File: src/rtl/rport_pkg.sv
package rport_pkg;
    localparam int REG_W  = 32;
    localparam int LS_W   = 4;
    localparam int SPD_W  = 4;
    localparam int LED_W  = 2;
    localparam int WAKE_W = 3;
    localparam int CHG_N  = 7;

    // bit positions inside the dword
    localparam int B_CONN = 0;
    localparam int B_EN   = 1;
    localparam int B_OC   = 3;
    localparam int B_RST  = 4;
    localparam int B_LS   = 5;
    localparam int B_PWR  = 9;
    localparam int B_SPD  = 10;
    localparam int B_LED  = 14;
    localparam int B_STB  = 16;
    localparam int B_CHG  = 17;
    localparam int B_WAKE = 25;
    localparam int B_WARM = 31;

    // change flag indices, offset from B_CHG
    localparam int C_CONN = 0;
    localparam int C_EN   = 1;
    localparam int C_WARM = 2;
    localparam int C_OC   = 3;
    localparam int C_RST  = 4;
    localparam int C_LINK = 5;
    localparam int C_CFG  = 6;

    localparam logic [LS_W-1:0] LS_RESET = 4'd5;

    typedef enum logic [LED_W-1:0] {
        LED_OFF   = 2'd0,
        LED_AMBER = 2'd1,
        LED_GREEN = 2'd2,
        LED_RSVD  = 2'd3
    } led_e;

    typedef struct packed {
        logic              conn;
        logic              en;
        logic              oc;
        logic              rst;
        logic              warm;
        logic              pwr;
        logic [LS_W-1:0]   ls;
        logic [SPD_W-1:0]  spd;
        led_e              led;
        logic [WAKE_W-1:0] wake;
    } port_state_t;

    function automatic logic led_legal(input logic [LED_W-1:0] code);
        return code != LED_RSVD;
    endfunction

    function automatic logic [REG_W-1:0] pack_dword(input port_state_t s,
                                                    input logic [CHG_N-1:0] chg);
        logic [REG_W-1:0] d;
        d = '0;
        d[B_CONN]           = s.conn;
        d[B_EN]             = s.en;
        d[B_OC]             = s.oc;
        d[B_RST]            = s.rst;
        d[B_LS +: LS_W]     = s.ls;
        d[B_PWR]            = s.pwr;
        d[B_SPD +: SPD_W]   = s.spd;
        d[B_LED +: LED_W]   = s.led;
        d[B_CHG +: CHG_N]   = chg;
        d[B_WAKE +: WAKE_W] = s.wake;
        d[B_WARM]           = s.warm;
        return d;
    endfunction
endpackage

File: src/rtl/rport_sense.sv
module rport_sense
    import rport_pkg::*;
(
    input  logic clk,
    input  logic rst,
    input  logic hw_connect,
    input  logic hw_overcurrent,
    output logic conn_q,
    output logic oc_q,
    output logic conn_tgl,
    output logic oc_tgl,
    output logic disc
);
    always_ff @(posedge clk) begin
        if (rst) begin
            conn_q <= 1'b0;
            oc_q   <= 1'b0;
        end else begin
            conn_q <= hw_connect;
            oc_q   <= hw_overcurrent;
        end
    end

    assign conn_tgl = conn_q ^ hw_connect;
    assign oc_tgl   = oc_q ^ hw_overcurrent;
    assign disc     = conn_q & ~hw_connect;
endmodule

File: src/rtl/rport_ctrl.sv
module rport_ctrl
    import rport_pkg::*;
(
    input  logic              clk,
    input  logic              rst,
    input  logic              wr_en,
    input  logic              pwr_wr,
    input  logic [LED_W-1:0]  led_wr,
    input  logic [WAKE_W-1:0] wake_wr,
    input  logic              rst_go,
    input  logic              warm_go,
    input  logic              stb_wr,
    input  logic [LS_W-1:0]   ls_wr,
    input  logic              disc,
    input  logic              hw_reset_done,
    input  logic              hw_warm_done,
    input  logic              hw_link_chg,
    input  logic [LS_W-1:0]   hw_link_state,
    input  logic [SPD_W-1:0]  hw_speed,
    output logic              en_q,
    output logic              rst_q,
    output logic              warm_q,
    output logic              pwr_q,
    output logic [LS_W-1:0]   ls_q,
    output logic [SPD_W-1:0]  spd_q,
    output led_e              led_q,
    output logic [WAKE_W-1:0] wake_q,
    output logic              link_req_valid,
    output logic [LS_W-1:0]   link_req_state,
    output logic              en_drop,
    output logic              warm_fin,
    output logic              rst_fell
);
    logic rst_d;
    logic hot_fin;

    assign hot_fin  = hw_reset_done & rst_q & ~warm_q;
    assign warm_fin = hw_warm_done & warm_q;
    assign en_drop  = disc & en_q;
    assign rst_fell = rst_d & ~rst_q;

    always_ff @(posedge clk) begin
        if (rst) begin
            en_q           <= 1'b0;
            rst_q          <= 1'b0;
            warm_q         <= 1'b0;
            pwr_q          <= 1'b0;
            ls_q           <= LS_RESET;
            spd_q          <= '0;
            led_q          <= LED_OFF;
            wake_q         <= '0;
            rst_d          <= 1'b0;
            link_req_valid <= 1'b0;
            link_req_state <= '0;
        end else begin
            rst_d          <= rst_q;
            link_req_valid <= wr_en & stb_wr;
            if (wr_en && stb_wr)
                link_req_state <= ls_wr;

            if (wr_en) begin
                pwr_q  <= pwr_wr;
                wake_q <= wake_wr;
                if (led_legal(led_wr))
                    led_q <= led_e'(led_wr);
                if (stb_wr)
                    ls_q <= ls_wr;
                if (rst_go && pwr_q && !rst_q)
                    rst_q <= 1'b1;
                if (warm_go && pwr_q && !warm_q) begin
                    warm_q <= 1'b1;
                    rst_q  <= 1'b1;
                end
            end

            if (hot_fin) begin
                rst_q <= 1'b0;
                en_q  <= 1'b1;
                spd_q <= hw_speed;
            end
            if (warm_fin) begin
                warm_q <= 1'b0;
                rst_q  <= 1'b0;
                en_q   <= 1'b1;
                spd_q  <= hw_speed;
            end

            // hardware report outranks the software strobe
            if (hw_link_chg)
                ls_q <= hw_link_state;

            // detach outranks everything else
            if (disc) begin
                en_q   <= 1'b0;
                spd_q  <= '0;
                rst_q  <= 1'b0;
                warm_q <= 1'b0;
            end
        end
    end
endmodule

File: src/rtl/rport_chg.sv
module rport_chg
    import rport_pkg::*;
#(
    parameter int N = CHG_N
) (
    input  logic         clk,
    input  logic         rst,
    input  logic         wr_en,
    input  logic [N-1:0] clr,
    input  logic [N-1:0] set,
    output logic [N-1:0] flags
);
    for (genvar i = 0; i < N; i++) begin : g_flag
        always_ff @(posedge clk) begin
            if (rst)
                flags[i] <= 1'b0;
            else if (set[i])
                flags[i] <= 1'b1;
            else if (wr_en && clr[i])
                flags[i] <= 1'b0;
        end
    end
endmodule

File: src/rtl/rport_ctl.sv
module rport_ctl
    import rport_pkg::*;
(
    input  logic              clk,
    input  logic              rst,
    input  logic              wr_en,
    input  logic [REG_W-1:0]  wr_data,
    output logic [REG_W-1:0]  rd_data,
    input  logic              hw_connect,
    input  logic              hw_overcurrent,
    input  logic [SPD_W-1:0]  hw_speed,
    input  logic              hw_link_chg,
    input  logic [LS_W-1:0]   hw_link_state,
    input  logic              hw_reset_done,
    input  logic              hw_warm_done,
    input  logic              hw_cfg_err,
    output logic              port_power,
    output logic              reset_req,
    output logic              warm_req,
    output logic              link_req_valid,
    output logic [LS_W-1:0]   link_req_state,
    output logic [LED_W-1:0]  led_code
);
    logic conn_q, oc_q, conn_tgl, oc_tgl, disc;
    logic en_drop, warm_fin, rst_fell;
    logic [CHG_N-1:0] chg_set, chg_flags;
    port_state_t st;
    logic unused_wr_bits;

    assign unused_wr_bits = ^{wr_data[B_CONN], wr_data[B_EN], wr_data[2], wr_data[B_OC],
                              wr_data[B_SPD +: SPD_W], wr_data[24], wr_data[30:28]};

    rport_sense u_sense (
        .clk            (clk),
        .rst            (rst),
        .hw_connect     (hw_connect),
        .hw_overcurrent (hw_overcurrent),
        .conn_q         (conn_q),
        .oc_q           (oc_q),
        .conn_tgl       (conn_tgl),
        .oc_tgl         (oc_tgl),
        .disc           (disc)
    );

    rport_ctrl u_ctrl (
        .clk            (clk),
        .rst            (rst),
        .wr_en          (wr_en),
        .pwr_wr         (wr_data[B_PWR]),
        .led_wr         (wr_data[B_LED +: LED_W]),
        .wake_wr        (wr_data[B_WAKE +: WAKE_W]),
        .rst_go         (wr_data[B_RST]),
        .warm_go        (wr_data[B_WARM]),
        .stb_wr         (wr_data[B_STB]),
        .ls_wr          (wr_data[B_LS +: LS_W]),
        .disc           (disc),
        .hw_reset_done  (hw_reset_done),
        .hw_warm_done   (hw_warm_done),
        .hw_link_chg    (hw_link_chg),
        .hw_link_state  (hw_link_state),
        .hw_speed       (hw_speed),
        .en_q           (st.en),
        .rst_q          (st.rst),
        .warm_q         (st.warm),
        .pwr_q          (st.pwr),
        .ls_q           (st.ls),
        .spd_q          (st.spd),
        .led_q          (st.led),
        .wake_q         (st.wake),
        .link_req_valid (link_req_valid),
        .link_req_state (link_req_state),
        .en_drop        (en_drop),
        .warm_fin       (warm_fin),
        .rst_fell       (rst_fell)
    );

    assign st.conn = conn_q;
    assign st.oc   = oc_q;

    always_comb begin
        chg_set         = '0;
        chg_set[C_CONN] = conn_tgl;
        chg_set[C_EN]   = en_drop;
        chg_set[C_WARM] = warm_fin;
        chg_set[C_OC]   = oc_tgl;
        chg_set[C_RST]  = rst_fell;
        chg_set[C_LINK] = hw_link_chg;
        chg_set[C_CFG]  = hw_cfg_err;
    end

    rport_chg #(.N(CHG_N)) u_chg (
        .clk   (clk),
        .rst   (rst),
        .wr_en (wr_en),
        .clr   (wr_data[B_CHG +: CHG_N]),
        .set   (chg_set),
        .flags (chg_flags)
    );

    assign rd_data    = pack_dword(st, chg_flags);
    assign port_power = st.pwr;
    assign reset_req  = st.rst & ~st.warm;
    assign warm_req   = st.warm;
    assign led_code   = st.led;
endmodule

File: config.mk
export PLATFORM = sky130hd
export DESIGN_NAME = rport_ctl
export DESIGN_NICKNAME = d
export VERILOG_FILES = /design/src/rtl/rport_pkg.sv /design/src/rtl/rport_sense.sv /design/src/rtl/rport_ctrl.sv /design/src/rtl/rport_chg.sv /design/src/rtl/rport_ctl.sv
export SDC_FILE = /design/constraint.sdc
export NUM_CORES = 1
export LEC_CHECK = 0
export ABC_AREA = 0
export BUFFER_PORTS_ARGS = -buffer_cell sky130_fd_sc_hd__buf_2
export CORE_MARGIN = 3
export CORE_UTILIZATION = 36
export CTS_CLUSTER_SIZE = 20
export DETAILED_ROUTE_END_ITERATION = 8
export PLACE_DENSITY = 0.77
export SLEW_MARGIN = 20
export SYNTH_ARGS = -nofsm -noshare
export SYNTH_HDL_FRONTEND = slang
export SYNTH_SLANG_ARGS = --single-unit
File: constraint.sdc
create_clock -name clk -period 1.2 [get_ports clk]
set_input_delay 0.18 -clock clk [delete_from_list [all_inputs] [get_ports clk]]
set_output_delay 0.18 -clock clk [all_outputs]
set_load 0.02 [all_outputs]
==> metrics.md, run 1 <==
| Metric | Value |
|---|---|
| CTS buffer count | `5` |
| Drt via density | `4.54` |
| Post-synthesis async set-or-reset flop share | `0%` |
| Max Clk Rate | `854 MHz` |
| Largest net degree at the start of global routing | `20` |
| Worst setup SP type | `register` |
| Ports | `91` |
| Die Ht | `66.4 um` |
| Netlist cell types | `28` |
| Tot GR Track Use | `13.4%` |
| Synth Register Bits | `32` |
| Core area | `3420 um2` |
| DP Wirelength | `2.26 mm` |
| Post-CTS Hold Buffers | `0` |
| Root buffer cell | `clkbuf_4` |
| Core Util, Final | `51.6%` |
| Starting Density | `38.5%` |
| Synthesized area | `1320 um2` |
| Worst-case vdd ir drop | `0.781 mV` |
| FP Rows | `21` |
| CP bufs+invs | `1` |
| Initial antenna violation count | `0` |
| Share of cells above drive strength 1 | `42.1%` |
| Wire per inst | `11.5 um` |
| Placed Area | `1670 um2` |
| Final period util | `97.6%` |
| Total Routed Length | `3.01 mm` |
| Slew Limit Fails | `0` |
| Post-Layout Inst Area | `1760 um2` |
| Cell family with most CP delay | `flip-flops` |
| Initial DRT Pass Iterations | `4` |
| Ys Warns | `0` |
| Die area | `4410 um2` |
| Number of synthesized flops with an enable pin | `0` |
| GP Congestion | `0.670` |
| First-pass GRT wire length | `4.52 mm` |
| Crit path time final | `1.17 ns` |
| Final worst setup slack | `0.0286 ns` |
| Clock sinks | `32` |
| Initial DRC Count | `22` |
| DRC Markers | `0` |
| H-tree depth | `2` |
| Syn avg cell area | `9.01 um2` |
| Synth-to-layout area growth | `34.1%` |
| Pwr/cell area | `1240 nW/um2` |
| Cells after Synth | `146` |
| Crit path kind | `reg2out` |
| Vias in the first global route | `1055` |
| Critical Path Fanout Max | `7` |
| Post-CTS Repair Setup Buffers | `0` |
| Worst Hold Class | `in2reg` |
| Ant. Diodes | `0` |
| CP Capture Type | `primary output` |
| CP arrival | `0.99 ns` |
| Clock tree from TritonCTS | `built` |
| Outcome | `finished clean` |
| CP Cell Sequence | `nor2b_4 > buf_6` |
| Final Hold Viols | `0` |
| Antenna viol nets, final | `0` |
| Fin Clk Skew | `0.00818 ns` |
| Lkg Pwr | `0.000889 uW` |
| Clk slew on worst S/H paths | `0.10 ns` |
| CP peak stage delay | `0.39 ns` |
| Post-Place Worst Slack | `0.00916 ns` |
| Slowest cell on crit path | `dfxtp_4` |
| Clk Latency, worst-skew pair | `0.32 ns` |
| Clk buf depth | `2` |
| GRT overflow | `0` |
| Via count | `1189` |
| Max-cap violations | `0` |
| Worst Path Required | `1.02 ns` |
| Die span in x | `66.4 um` |
| Post-synthesis sequential area ratio | `48.7%` |
| Synth Flop Type | `dfxtp_1` |
| I/O Buffers | `72` |
| Final setup fails | `0` |
| Layout Nets | `265` |
## path summary, 6_finish.rpt
check        depth (start not counted)      startpoint        endpoint  slack [ns]
min                                  3      hw_cfg_err  u_chg.flags[6]        0.06
min reg2reg                          2  u_chg.flags[0]  u_chg.flags[0]        0.46
max                                  2   u_ctrl.warm_q       reset_req        0.03
max reg2reg                          3   u_ctrl.warm_q    u_ctrl.rst_q        0.06
## sequential cells by signal (all words and copies together) (netlist names)
register	count
u_ctrl.led_q	2
u_chg.flags	7
u_ctrl.rst_d	1
u_ctrl.pwr_q	1
u_ctrl.link_req_valid	1
u_ctrl.wake_q	3
u_ctrl.rst_q	1
u_ctrl.ls_q	4
u_ctrl.link_req_state	4
u_ctrl.warm_q	1
u_ctrl.spd_q	4
u_sense.conn_q	1
u_sense.oc_q	1
u_ctrl.en_q	1
## cells in the mapped netlist (2+ instances only)
cell type	number	share of area [%]
nor3_1	5	1.9
and3_1	2	0.95
a211oi_1	2	1.1
buf_4	14	8.0
nand3b_1	2	1.1
buf_2	3	1.1
nor2_1	17	4.9
nand3_1	2	0.76
a22oi_1	2	1.1
a21oi_1	9	3.4
dfxtp_1	32	49
mux2i_1	8	6.1
nor2b_1	6	2.9
nand2_1	23	6.6
inv_1	4	1.1
o2111ai_1	2	1.3
clkbuf_1	2	0.57
## cell type report
cell class                      instances  area (um2)
Clock buffer                            8        68.8
Fill cell                             342        1650
Inverter                                4        15.0
Multi-Input combinational cell         94         552
Sequential cell                        32         646
Tap cell                               46        57.6
Timing Repair Buffer                   78         424
## tightest hold or removal path, delay by kind of cell
family | cells | cell delay [ns]
and+or+nand+nor | 1 | 0.06
AOI/OAI and AO/OA | 1 | 0.03
buffers and inverters | 1 | 0.08
## placed cells by master (no fill, tap or decap)
| cell type | instances |
|---|---|
| o211ai_1 | 1 |
| a2111oi_4 | 1 |
| dfxtp_4 | 1 |
| buf_12 | 1 |
| dfxtp_1 | 30 |
| and3_1 | 2 |
| nor2b_4 | 1 |
| nor2b_2 | 1 |
| buf_2 | 71 |
| nor3_1 | 5 |
| o21a_1 | 1 |
| dfxtp_2 | 1 |
| ha_1 | 1 |
| clkbuf_4 | 5 |
| a21oi_1 | 9 |
| xor2_1 | 1 |
| conb_1 | 6 |
| buf_6 | 1 |
| a22oi_1 | 2 |
| mux2i_1 | 8 |
| nand3_1 | 2 |
| a22o_4 | 1 |
| a32oi_1 | 1 |
| a211oi_1 | 2 |
| nand2_1 | 23 |
| nor2_1 | 17 |
| nand3b_1 | 2 |
| clkbuf_1 | 1 |
| buf_4 | 5 |
| o2111ai_1 | 2 |
| clkbuf_8 | 2 |
| inv_1 | 4 |
| nor2b_1 | 5 |
## through the flow
step	setup TNS, ns	hold slack, ns	power [uW]	instances
after global placement	0	0.390	1530	254
after CTS	0	0.0433	2220	262
after global routing	-0.0187	0.0703	2300	262
after floorplan	0	0.297	1410	151
after detailed placement	0	0.397	1530	254
final	0	0.0592	2190	262
## what timing repair did
action / CTS / global route
resized for setup: 1 / 6
setup endpoints to repair: 2 / 2
hold endpoints to repair: 0 / 0
## where the power goes
group / switching, uW / total (uW) / internal, uW
logic: 218 / 371 / 153
clock network: 335 / 680 / 345
registers: 26.1 / 1140 / 1110
## routing by layer
layer	vias to the layer above	wire [um]	part of all wire, %	track usage, %
li1	603	-	-	-
met1	533	1240	41	15.1
met2	48	1420	47	22.3
met3	5	298	9.9	4.93
met4	0	48	1.6	6.09
met5	-	0	0	0
## kinds of logic after synthesis
family | share of synthesized area [%]
simple gates | 19.7
flops | 48.7
buf+inv | 12.0
compound gates | 11.6
mux | 6.09
fa+ha+maj | 0.951
other cells | 0.285
xor+xnor | 0.666
No activity file was read; power rests on OpenSTA's default activity.
==> run 2: changes to the inputs <==
--- a/config.mk
+++ b/config.mk
@@ -7,6 +7,7 @@
 export LEC_CHECK = 0
 export ABC_AREA = 0
 export BUFFER_PORTS_ARGS = -buffer_cell sky130_fd_sc_hd__buf_2
+export CORE_ASPECT_RATIO = 0.5
 export CORE_MARGIN = 3
 export CORE_UTILIZATION = 36
 export CTS_CLUSTER_SIZE = 20
==> metrics.md, run 2 (synthesis results as in run 1) <==
| Metric | Value |
|---|---|
| Antenna viol nets, final | `0 (unchanged)` |
| Unrepaired setup endpoints after global routing | `false` |
| Placed Area | `1660 um2 (-0.75%)` |
| GRT overflow | `0 (unchanged)` |
| Total Power | `2330 uW (+6.3%)` |
| Core area | `3240 um2 (-5.1%)` |
| H-tree depth | `2 (unchanged)` |
| Starting Density | `40.6% (+2.1 points)` |
| Initial DRT Pass Iterations | `3 (-1)` |
| Clk Latency, worst-skew pair | `0.27 ns (-0.05 ns)` |
| Critical Path Fanout Max | `7 (unchanged)` |
| Non-filler instance count after layout | `262 (unchanged)` |
| Tot GR Track Use | `13.5% (+0.058 points)` |
| I/O Buffers | `72 (unchanged)` |
| Worst setup SP type | `register` |
| Initial DRC Count | `15 (-32%)` |
| Share of cells above drive strength 1 | `40.7% (-1.5 points)` |
| Post-Layout Inst Area | `1760 um2 (-0.21%)` |
| Core Util, Final | `54.3% (+2.7 points)` |
| Initial antenna violation count | `0 (unchanged)` |
| Crit path time final | `1.14 ns (-0.0281 ns)` |
| Layout Nets | `263 (-0.75%)` |
| Outcome | `finished clean` |
| Ant. Diodes | `0 (unchanged)` |
| Ports | `91 (unchanged)` |
| Number of flip-flops under the largest register name | `7 (unchanged)` |
| Biggest register | `u_chg.flags` |
| Clk slew on worst S/H paths | `0.06 ns (-0.04 ns)` |
| Clk buf depth | `2 (unchanged)` |
| Die span in x | `91.5 um (+38%)` |
| DP Wirelength | `2.40 mm (+6.1%)` |
| Total negative setup slack | `0 ns (unchanged)` |
| Die area | `4460 um2 (+0.99%)` |
| Largest net degree at the start of global routing | `22 (+10%)` |
| Placed cell count | `254 (unchanged)` |
| Max-cap violations | `0 (unchanged)` |
| CP arrival | `0.96 ns (-0.03 ns)` |
| Lkg Pwr | `0.000884 uW (-0.50%)` |
| Clock tree from TritonCTS | `built` |
| CP Capture Type | `primary output` |
| CTS buffer count | `5 (unchanged)` |
| Hold Path Stages | `3 (unchanged)` |
| Die Ht | `48.7 um (-27%)` |
| Pwr/cell area | `1320 nW/um2 (+6.5%)` |
| Wire per inst | `11.6 um (+0.96%)` |
| DRC Markers | `0 (unchanged)` |
| Worst Hold Class | `in2reg` |
| Worst-case vdd ir drop | `0.445 mV (-43%)` |
| R2R depth | `3 (unchanged)` |
| Root buffer cell | `clkbuf_8` |
| Commonest cells after routing, fill and taps aside | `buf_2, dfxtp_1, nand2_1, nor2_1, a21oi_1` |
| Slew Limit Fails | `0 (unchanged)` |
| Most common cell after layout, fill and taps aside | `buf_2` |
| Via count | `1182 (-0.59%)` |
| Clock sinks | `32 (unchanged)` |
| Final period util | `95.3% (-2.3 points)` |
| Max Clk Rate | `875 MHz (+2.5%)` |
| FP Rows | `14 (-33%)` |
| Synth-to-layout area growth | `33.8%` |
| Drt via density | `4.51 (-0.59%)` |
| Worst Path Required | `1.02 ns (about the same)` |
| GP Congestion | `0.741 (+11%)` |
| First-pass GRT wire length | `4.80 mm (+6.1%)` |
| Post-CTS Repair Setup Buffers | `0 (unchanged)` |
| Crit path kind | `reg2out` |
| Total Routed Length | `3.04 mm (+0.96%)` |
| Final setup fails | `0 (unchanged)` |
| Final Hold Viols | `0 (unchanged)` |
| Vias in the first global route | `1089 (+3.2%)` |
| Fin Clk Skew | `0.00527 ns (-0.00291 ns)` |
## run 2: cell count changes in the layout (fill, tap and decap cells not counted)
| cell | before | now |
|---|---|---|
| nor2b_4 | 1 | 0 |
| clkbuf_8 | 2 | 6 |
| buf_4 | 5 | 3 |
| clkbuf_1 | 1 | 2 |
| buf_6 | 1 | 0 |
| buf_2 | 71 | 72 |
| dfxtp_1 | 30 | 31 |
| clkbuf_4 | 5 | 0 |
| nor2b_2 | 1 | 2 |
| dfxtp_2 | 1 | 0 |
## run 2: where the power goes
group | internal, uW | total, uW | switching, uW
clock network | 467 | 822 | 355
logic | 147 | 364 | 217
registers | 1110 | 1140 | 26.9
## run 2: layer usage
| layer | routed length [um] | GRT usage [%] | vias to the layer above | share of wire [%] |
|---|---|---|---|---|
| met5 | 0 | 0 | - | 0 |
| met4 | 29 | 4.50 | 0 | 0.95 |
| met3 | 106 | 4.64 | 4 | 3.5 |
| met2 | 1730 | 26.7 | 24 | 57 |
| met1 | 1180 | 12.9 | 555 | 39 |
| li1 | - | - | 599 | - |
## run 2: final timing paths
check | startpoint | slack [ns] | end
max reg2reg | u_ctrl.rst_q | 0.07 | u_ctrl.rst_q
min reg2reg | u_ctrl.spd_q[1] | 0.46 | u_ctrl.spd_q[1]
max | u_ctrl.warm_q | 0.06 | reset_req
min | hw_cfg_err | 0.12 | u_chg.flags[6]
## run 2: worst max-delay path: stages, from the launching register on
cell and delay, ns:
dfxtp_4 0.37, nor2b_2 0.14, buf_2 0.18
## run 2: per-stage QoR
stage,hold WS (ns),setup slack (ns)
floorplan,0.297,0.00896
global placement,0.385,0.0169
detailed placement,0.399,0.00189
CTS,0.106,0.0268
global route,0.133,0.0133
finish,0.119,0.0568
## run 2: cell type report
type | instances | area, um2
Timing Repair Buffer | 76 | 403
Multi-Input combinational cell | 94 | 547
Tap cell | 48 | 60.1
Inverter | 4 | 15.0
Sequential cell | 32 | 644
Fill cell | 300 | 1480
Clock buffer | 8 | 90.1
## run 2: timing repair
action | 4_1_cts | 5_1_grt
gates cloned | 0 | 0
endpoints found under the setup margin | 1 | 1
hold buffers | 0 | 0
resized for setup | 1 | 2
endpoints found under the hold margin | 0 | 0
pin swaps | 0 | 0
